**config.mk**
```make
export PLATFORM = sky130hd
export DESIGN_NAME = sensor_sample_decoder
export DESIGN_NICKNAME = d
export VERILOG_FILES = /design/src/rtl/sensor_dec_pkg.sv /design/src/rtl/sdec_accept.sv /design/src/rtl/sdec_bank.sv /design/src/rtl/sdec_alarm.sv /design/src/rtl/sensor_sample_decoder.sv
export SDC_FILE = /design/constraint.sdc
export NUM_CORES = 1
export LEC_CHECK = 0
export ABC_AREA = 0
export BUFFER_PORTS_ARGS = -buffer_cell sky130_fd_sc_hd__buf_2
export CAP_MARGIN = 20
export CORE_MARGIN = 2
export CORE_UTILIZATION = 49
export DETAILED_ROUTE_END_ITERATION = 12
export PLACE_DENSITY = 0.8
export SYNTH_ARGS = -nofsm -noshare
export SYNTH_HDL_FRONTEND = slang
export SYNTH_SLANG_ARGS = --single-unit
```
**constraint.sdc**
```tcl
create_clock -name clk -period 1.6 [get_ports clk]
set_clock_uncertainty 0.05 [all_clocks]
set_input_delay 0.16 -clock clk [delete_from_list [all_inputs] [get_ports clk]]
set_output_delay 0.16 -clock clk [all_outputs]
set_load 0.02 [all_outputs]
```
**src/rtl/sensor_dec_pkg.sv**
```systemverilog
// Package: shared channel encoding and default field widths for the
// sensor sample decoder. Assumes channel codes are dense from zero with the
// temperature channel last.
package sensor_dec_pkg;

    localparam int SD_DATA_W  = 16;
    localparam int SD_VFRAC_W = 3;
    localparam int SD_TFRAC_W = 4;
    localparam int SD_NRAIL   = 3;

    typedef enum logic [1:0] {
        CH_RAIL_1V0 = 2'd0,
        CH_RAIL_1V8 = 2'd1,
        CH_RAIL_2V5 = 2'd2,
        CH_DIE_TEMP = 2'd3
    } sd_chan_e;

endpackage

```
**src/rtl/sdec_accept.sv**
```systemverilog
// Module: sdec_accept
// Turns the strobe, channel tag and enable mask into a one-hot accept vector.
// Assumes the tag is only meaningful while the strobe is high.
module sdec_accept #(
    parameter int NCH  = 4,
    parameter int CH_W = 2
) (
    input  logic            valid,
    input  logic [CH_W-1:0] chan,
    input  logic [NCH-1:0]  en,
    output logic [NCH-1:0]  acc
);

    // Decode the tag and gate it with the strobe and the channel's enable.
    always_comb begin
        acc = '0;
        for (int i = 0; i < NCH; i++) begin
            acc[i] = valid && (chan == CH_W'(i)) && en[i];
        end
    end

endmodule

```
**src/rtl/sdec_bank.sv**
```systemverilog
// Module: sdec_bank
// One holding register per channel plus a registered one-cycle update pulse.
// Assumes the accept vector is at most one-hot.
module sdec_bank #(
    parameter int NCH    = 4,
    parameter int DATA_W = 16
) (
    input  logic                       clk,
    input  logic                       rst_n,
    input  logic [NCH-1:0]             acc,
    input  logic [DATA_W-1:0]          data,
    output logic [NCH-1:0][DATA_W-1:0] held,
    output logic [NCH-1:0]             upd
);

    for (genvar g = 0; g < NCH; g++) begin : g_slot
        // Capture the word for this channel and flag that it changed.
        always_ff @(posedge clk) begin
            if (!rst_n) begin
                held[g] <= '0;
                upd[g]  <= 1'b0;
            end else begin
                upd[g] <= acc[g];
                if (acc[g]) begin
                    held[g] <= data;
                end
            end
        end
    end

endmodule

```
**src/rtl/sdec_alarm.sv**
```systemverilog
// Module: sdec_alarm
// Window comparison of accepted temperature samples with sticky high/low
// alarms. A clear is honoured only when the latest temperature is inside that
// alarm's limit; a new sample on the same edge is taken as the latest.
// Assumes thresholds use the same unsigned 1/16 K format as the sample.
module sdec_alarm #(
    parameter int T_W = 15
) (
    input  logic           clk,
    input  logic           rst_n,
    input  logic           acc_t,
    input  logic [T_W-1:0] t_smp,
    input  logic [T_W-1:0] thr_hi,
    input  logic [T_W-1:0] thr_lo,
    input  logic           clr_hi,
    input  logic           clr_lo,
    output logic           alarm_hi,
    output logic           alarm_lo,
    output logic           temp_ok
);

    logic over_now, under_now;
    logic over_lat, under_lat, seen;
    logic over_eff, under_eff;

    // Compare the incoming sample with both limits.
    always_comb begin
        over_now  = t_smp > thr_hi;
        under_now = t_smp < thr_lo;
        over_eff  = acc_t ? over_now  : over_lat;
        under_eff = acc_t ? under_now : under_lat;
    end

    // Remember where the latest accepted temperature lies.
    always_ff @(posedge clk) begin
        if (!rst_n) begin
            over_lat  <= 1'b0;
            under_lat <= 1'b0;
            seen      <= 1'b0;
        end else if (acc_t) begin
            over_lat  <= over_now;
            under_lat <= under_now;
            seen      <= 1'b1;
        end
    end

    // Sticky alarms: set on violation, clear only on request while in range.
    always_ff @(posedge clk) begin
        if (!rst_n) begin
            alarm_hi <= 1'b0;
            alarm_lo <= 1'b0;
        end else begin
            alarm_hi <= (acc_t && over_now)  || (alarm_hi && !(clr_hi && !over_eff));
            alarm_lo <= (acc_t && under_now) || (alarm_lo && !(clr_lo && !under_eff));
        end
    end

    // In-window status of the latest sample.
    always_comb begin
        temp_ok = seen && !over_lat && !under_lat;
    end

endmodule

```
**src/rtl/sensor_sample_decoder.sv**
```systemverilog
// Module: sensor_sample_decoder (top)
// Accepts tagged converter samples, holds the latest per channel, exposes
// them as fixed-point fields and drives temperature window alarms.
// Assumes the temperature channel has the highest channel code.
module sensor_sample_decoder #(
    parameter int DATA_W  = sensor_dec_pkg::SD_DATA_W,
    parameter int VFRAC_W = sensor_dec_pkg::SD_VFRAC_W,
    parameter int TFRAC_W = sensor_dec_pkg::SD_TFRAC_W,
    parameter int NRAIL   = sensor_dec_pkg::SD_NRAIL,
    localparam int NCH    = NRAIL + 1,
    localparam int CH_W   = $clog2(NCH),
    localparam int VINT_W = DATA_W - 1 - VFRAC_W,
    localparam int TINT_W = DATA_W - 1 - TFRAC_W,
    localparam int T_W    = DATA_W - 1
) (
    input  logic                      clk,
    input  logic                      rst_n,
    input  logic                      smp_valid,
    input  logic [CH_W-1:0]           smp_chan,
    input  logic [DATA_W-1:0]         smp_data,
    input  logic [NCH-1:0]            chan_en,
    input  logic [T_W-1:0]            thr_hi,
    input  logic [T_W-1:0]            thr_lo,
    input  logic                      clr_hi,
    input  logic                      clr_lo,
    output logic [NCH-1:0]            rd_upd,
    output logic [NRAIL-1:0]          volt_neg,
    output logic [NRAIL*VINT_W-1:0]   volt_mv,
    output logic [NRAIL*VFRAC_W-1:0]  volt_frac,
    output logic [TINT_W-1:0]         temp_k,
    output logic [TFRAC_W-1:0]        temp_frac,
    output logic                      alarm_hi,
    output logic                      alarm_lo,
    output logic                      temp_ok
);

    localparam int TEMP_CH = NRAIL;

    logic [NCH-1:0]             acc;
    logic [NCH-1:0][DATA_W-1:0] held;

    sdec_accept #(.NCH(NCH), .CH_W(CH_W)) u_accept (
        .valid (smp_valid),
        .chan  (smp_chan),
        .en    (chan_en),
        .acc   (acc)
    );

    sdec_bank #(.NCH(NCH), .DATA_W(DATA_W)) u_bank (
        .clk   (clk),
        .rst_n (rst_n),
        .acc   (acc),
        .data  (smp_data),
        .held  (held),
        .upd   (rd_upd)
    );

    sdec_alarm #(.T_W(T_W)) u_alarm (
        .clk      (clk),
        .rst_n    (rst_n),
        .acc_t    (acc[TEMP_CH]),
        .t_smp    (smp_data[T_W-1:0]),
        .thr_hi   (thr_hi),
        .thr_lo   (thr_lo),
        .clr_hi   (clr_hi),
        .clr_lo   (clr_lo),
        .alarm_hi (alarm_hi),
        .alarm_lo (alarm_lo),
        .temp_ok  (temp_ok)
    );

    for (genvar r = 0; r < NRAIL; r++) begin : g_rail
        // Split a held rail word into sign, whole and fractional millivolts.
        always_comb begin
            volt_neg[r]                    = held[r][DATA_W-1];
            volt_mv[r*VINT_W +: VINT_W]    = held[r][DATA_W-2:VFRAC_W];
            volt_frac[r*VFRAC_W +: VFRAC_W] = held[r][VFRAC_W-1:0];
        end
    end

    // Split the held temperature word into whole and fractional kelvin.
    always_comb begin
        temp_k    = held[TEMP_CH][DATA_W-2:TFRAC_W];
        temp_frac = held[TEMP_CH][TFRAC_W-1:0];
    end

endmodule

```
==> qor.yml, run 1 <==
grt:
  first_global_vias: 3078
  grt_start_max_net_pins: 45
  grt-ovfl-total: 0
  antenna_found_initial: 0
  grt.total_usage: 0.238
  grt_pass1_wl_um: 13900
die:
  initial_utilization: 0.504
  num_io_pins: 127
  die_area_sq_um: 7630
  core_sq_um: 6760
  row_count: 30
  die_w_um: 87.4
  die_y_um: 87.4
yosys:
  syn_inst: 412
  yosysWarnings: 0
  ys_types: 34
  ys_seq_elements: 72
  ys_top_cells_by_area: "dfxtp_1, nand2_1, a21boi_0"
  async_reset_ff_frac: 0
  synth_area_sq_um: 3400
  seq_area_frac_synth: 0.423
  synth.net_count: 498
  yosysTopAreaCellShare: 0.423
  synth-edff-count: 0
  syn_avg_cell_area_sq_um: 8.26
  yosysTopAreaCell: "dfxtp_1"
  synth_ff_type: "dfxtp_1"
clocking:
  ctsHtreeMaxLevel: 3
  clkLatencyLatePin_ps: 330
  clk_pin_slew_ps: 80
  root_buffer: "clkbuf_8"
  clockBufferDepth: 2
  cts.sinks: 72
  cts_tree: "built"
  postCtsHoldBufs: 0
  cts_buffers: 9
  ctsResizeCount: 0
  cts_setup_buffers: 0
placed_design:
  globalplace.congestion: 0.819
  placed_cell_area_sq_um: 4180
  port_buffers: 126
  hpwl_um: 6990
  dpl_worst_slack_ps: -47.2
detailed_routing:
  first_pass_iters: 4
  vias: 3379
  wire_per_inst_um: 14.5
  ant_nets: 0
  drt_wl_total_um: 9170
  drt_iter0_markers: 111
  viasPerCell: 5.33
  drc_errors: 0
setup_path:
  required_ps: 1390
  crit_arrival_ps: 1140
  cp-start-kind: "flip-flop"
  worst-setup-path-type: "flip-flop to output pin"
  worstPathMaxFanout: 3
  end_kind: "output pin"
timing:
  slew_headroom: 0.738
  drv_slew: 0
  grt_setup_unrepaired: "false"
  fin_setup_tns_ps: 0
  finalCritPeriodShare: 0.846
  worstMarginPinSlew_ps: 382
  worst_slack_ps: 247
  hold_viol: 0
  hold_slack_ps: 41.9
  max_freq_mhz: 739
  period_needed_ps: 1350
  finalSetupViolCount: 0
pwr:
  vdd_drop_max_mv: 0.561
  power.density_nw_per_um2: 862
  p_leak_nw: 2.14
  total_power_w: 0.00377
finish:
  nets: 635
  fillCellCount: 590
  final_cell_area_sq_um: 4380
  drive_above_1_share: 0.294
  diodes: 0
  syn_to_final_growth_pct: 28.6
min_path:
  min_path_type: "input port to flip-flop"
outcome:
  status: "complete, no violations"
flow_run:
  drv_cap: 0
layout by cell type (no fill, tap or decap), types with 3 or more instances in the layout:
master,count
a21boi_0,63
a21oi_1,12
and2_1,3
buf_2,126
buf_4,20
clkbuf_8,9
dfxtp_1,72
ha_1,29
inv_1,30
nand2_1,134
nand3_1,11
nand4_1,5
nor2_1,6
o21ai_0,3
cell usage after synthesis (2+ instances only):
cell / n
buf_2: 5
a21boi_0: 63
clkbuf_1: 9
ha_1: 29
o21ai_0: 3
nor2b_1: 2
nand3_1: 11
buf_4: 6
nor2_1: 6
a21oi_1: 12
nand3b_1: 2
nand4_1: 5
inv_1: 30
a21o_1: 2
nand2_1: 134
nand2b_1: 2
and2_1: 3
dfxtp_1: 72
report_power, final:
part	internal (W)	leakage, nW	switching, W	total, W
registers	0.00183	0.583	0.0000198	0.00185
logic	0.000215	1.46	0.000292	0.000506
clock network	0.000729	0.0968	0.000690	0.00142
total	0.00277	2.14	0.00100	0.00377
final timing paths:
kind	startpoint	to	slack [ps]	cells past startpoint
max	u_alarm.over_lat	temp_ok	250	2
min	smp_data[15]	u_bank.held[31]	40	3
max reg2reg	u_bank.held[60]	u_bank.held[60]	830	2
min reg2reg	u_bank.held[56]	u_bank.held[56]	410	2
state kept, by name, indices dropped and copies added, names as in the netlist:
signal / flops
u_alarm.alarm_lo: 1
u_bank.upd: 4
u_alarm.seen: 1
u_alarm.alarm_hi: 1
u_bank.held: 63
u_alarm.over_lat: 1
u_alarm.under_lat: 1
metal layers:
| metal | vias up | routed length (um) | global-route usage |
|---|---|---|---|
| met1 | 1597 | 3910 | 0.287 |
| met4 | 0 | 238 | 0.0937 |
| met3 | 22 | 526 | 0.0483 |
| li1 | 1634 | - | - |
| met2 | 126 | 4490 | 0.413 |
| met5 | - | 0 | 0 |
kinds of logic after synthesis:
logic type	share of synthesized area
and+or+nand+nor	0.215
AOI/OAI and AO/OA	0.191
DFF	0.423
adders and majority gates	0.107
buffers and inverters	0.0636
through the flow:
stage | util | cells
finish | 0.648 | 634
global route | 0.648 | 634
CTS | 0.648 | 634
detailed placement | 0.619 | 618
global placement | 0.619 | 618
floorplan | - | 412
area by class of cell:
cell class | instances | area [sq um] | share of cell area
multi-input combinational | 290 | 1750 | 0.399
sequential | 72 | 1440 | 0.329
timing repair buffer | 146 | 781 | 0.178
clock buffer | 10 | 128 | 0.0292
inverter | 30 | 113 | 0.0257
tap | 80 | 100 | 0.0229
clock inverter | 6 | 68.8 | 0.0157
critical path, stage by stage, from the launching register on:
cell and delay [ps]:
dfxtp_1 340, nor3b_1 260, buf_2 210
No activity file was read; power rests on OpenSTA's default activity.
==> inputs of run 2 (changes only) <==
==> constraint.sdc (replaced) <==
create_clock -name clk -period 1.4 [get_ports clk]
set_clock_uncertainty 0.05 [all_clocks]
set_input_delay 0.14 -clock clk [delete_from_list [all_inputs] [get_ports clk]]
set_output_delay 0.14 -clock clk [all_outputs]
set_load 0.02 [all_outputs]
==> run 2 against run 1 <==
Cell count up 1.3%. Wire length up 0.77%. Highest routed layer unchanged. Largest cell class unchanged. Via count down 2.0%. Worst setup slack worse by 190 ps. Total power up 17%. Hold slack worse by 3.1 ps. Clock power up 20%. First-iteration DRC count up 18%. Critical path depth unchanged. Utilization up 1.7 points. Die area unchanged.
==> qor.yml, run 2 (synthesis results as in run 1) <==
outcome:
  status: "complete, no violations"
placed_design:
  hpwl_um: 7060  # +0.98%
  port_buffers: 126  # unchanged
  dpl_worst_slack_ps: -237  # -190 ps
  placed_cells: 625  # +1.1%
  placed_cell_area_sq_um: 4280  # +2.3%
  globalplace.congestion: 0.842  # +2.7%
timing:
  grt_setup_unrepaired: "false"
  worstMarginPinSlew_ps: 395  # +12.6 ps
  worst_slack_ps: 56.2  # -190 ps
  max_freq_mhz: 744
  hold_viol: 0  # unchanged
  finalSetupViolCount: 0  # unchanged
  finalCritPeriodShare: 0.960
  slew_headroom: 0.730  # -0.00859
  period_needed_ps: 1340
  drv_slew: 0  # unchanged
  hold_slack_ps: 38.8  # -3.08 ps
setup_path:
  cp-start-kind: "flip-flop"
  r2r_slack_ps: 640  # -190 ps
  worstPathMaxFanout: 3  # unchanged
  reg2reg_to: "u_alarm.alarm_lo"
  required_ps: 1210  # -180 ps
  r2r_cells: 4  # +2
  rr_startpoint: "u_alarm.under_lat"
  end_kind: "output pin"
  crit_arrival_ps: 1150  # about the same
  worst-setup-path-type: "flip-flop to output pin"
min_path:
  holdPathStages: 3  # unchanged
  worstHoldEndpoint: "u_bank.upd[3]"
  worst_hold_startpoint: "rst_n"
  min_path_type: "input port to flip-flop"
pwr:
  vdd_drop_max_mv: 0.612  # +9.1%
  power.density_nw_per_um2: 985  # +14%
  p_leak_nw: 2.19  # +2.5%
finish:
  drive_above_1_share: 0.304  # +0.0100
  layout.cells.non_filler: 642  # +1.3%
  final_cell_area_sq_um: 4490  # +2.6%
  syn_to_final_growth_pct: 32.0
  largest_register_ffs: 63  # unchanged
  regMostFlops: "u_bank.held"
  fillCellCount: 594  # +0.68%
  final_common_cell: "nand2_1"
  nets: 643  # +1.3%
  reg_top3: "u_bank.held: 63 flops, u_bank.upd: 4 flops"
  mostFrequentLayoutCells: "nand2_1, buf_2, dfxtp_1"
  diodes: 0  # unchanged
die:
  initial_utilization: 0.504  # unchanged
  core_sq_um: 6760  # unchanged
  num_io_pins: 127  # unchanged
  row_count: 30  # unchanged
  die_area_sq_um: 7630  # unchanged
  die_y_um: 87.4  # unchanged
  die_w_um: 87.4  # unchanged
clocking:
  clkLatencyLatePin_ps: 350  # +20 ps
  root_buffer: "clkbuf_8"
  ctsResizeCount: 0  # unchanged
  cts_setup_buffers: 0  # unchanged
  cts_tree: "built"
  ctsHtreeMaxLevel: 3  # unchanged
  postCtsHoldBufs: 1  # +1
  cts_buffers: 9  # unchanged
  clockBufferDepth: 2  # unchanged
  clk_pin_slew_ps: 80  # about the same
  cts.sinks: 72  # unchanged
grt:
  first_global_vias: 3159  # +2.6%
  grt_start_max_net_pins: 38  # -16%
  grt-ovfl-total: 0  # unchanged
  grt_pass1_wl_um: 14500  # +4.4%
  antenna_found_initial: 0  # unchanged
  grt.total_usage: 0.249  # +0.0109
detailed_routing:
  drt_iter0_markers: 131  # +18%
  drt_wl_total_um: 9240  # +0.77%
  ant_nets: 0  # unchanged
  wire_per_inst_um: 14.4  # -0.48%
  vias: 3310  # -2.0%
  drc_errors: 0  # unchanged
  viasPerCell: 5.16  # -3.3%
  first_pass_iters: 4  # unchanged
flow_run:
  drv_cap: 0  # unchanged
==> run 2: worst max path at each step <==
stage / from / slack, ps / endpoint / cells after the start
5_1_grt: u_alarm.over_lat / 40 / temp_ok / 2
6_report: u_alarm.over_lat / 60 / temp_ok / 2
2_1_floorplan: thr_hi[2] / 40 / u_alarm.over_lat / 7
4_1_cts: u_alarm.seen / 70 / temp_ok / 2
3_5_place_dp: smp_data[2] / -240 / u_alarm.over_lat / 7
3_3_place_gp: smp_data[2] / -160 / u_alarm.over_lat / 7
==> run 2: worst max-delay path, stage by stage, from the launching register on <==
cell and delay, ps:
dfxtp_1 330, nor3b_1 260, buf_2 220
==> run 2: layout make-up <==
| class | instances | area, sq um | area share |
|---|---|---|---|
| Multi-Input combinational cell | 290 | 1750 | 0.390 |
| Sequential cell | 72 | 1440 | 0.321 |
| Timing Repair Buffer | 154 | 881 | 0.196 |
| Clock buffer | 11 | 141 | 0.0315 |
| Inverter | 30 | 113 | 0.0251 |
| Tap cell | 80 | 100 | 0.0223 |
| Clock inverter | 5 | 65.1 | 0.0145 |
==> run 2: report_power, final <==
part	internal [W]	switching [W]	leakage (nW)	total, W
logic	0.000266	0.000339	1.51	0.000605
clock network	0.000888	0.000820	0.104	0.00171
registers	0.00209	0.0000219	0.583	0.00211
==> run 2: stage by stage <==
step	total power (W)	TNS [ps]	utilization
detailed placement	0.00276	-737	0.633
floorplan	0.00247	0	-
finish	0.00443	0	0.665
global route	0.00461	0	0.665
CTS	0.00446	0	0.665
global placement	0.00274	-463	0.633
==> run 2: layer usage <==
| layer | up-vias | routed length [um] | global-route usage |
|---|---|---|---|
| li1 | 1653 | - | - |
| met1 | 1525 | 4000 | 0.299 |
| met4 | 0 | 159 | 0.106 |
| met2 | 117 | 4530 | 0.434 |
| met5 | - | 0 | 0 |
| met3 | 15 | 553 | 0.0445 |
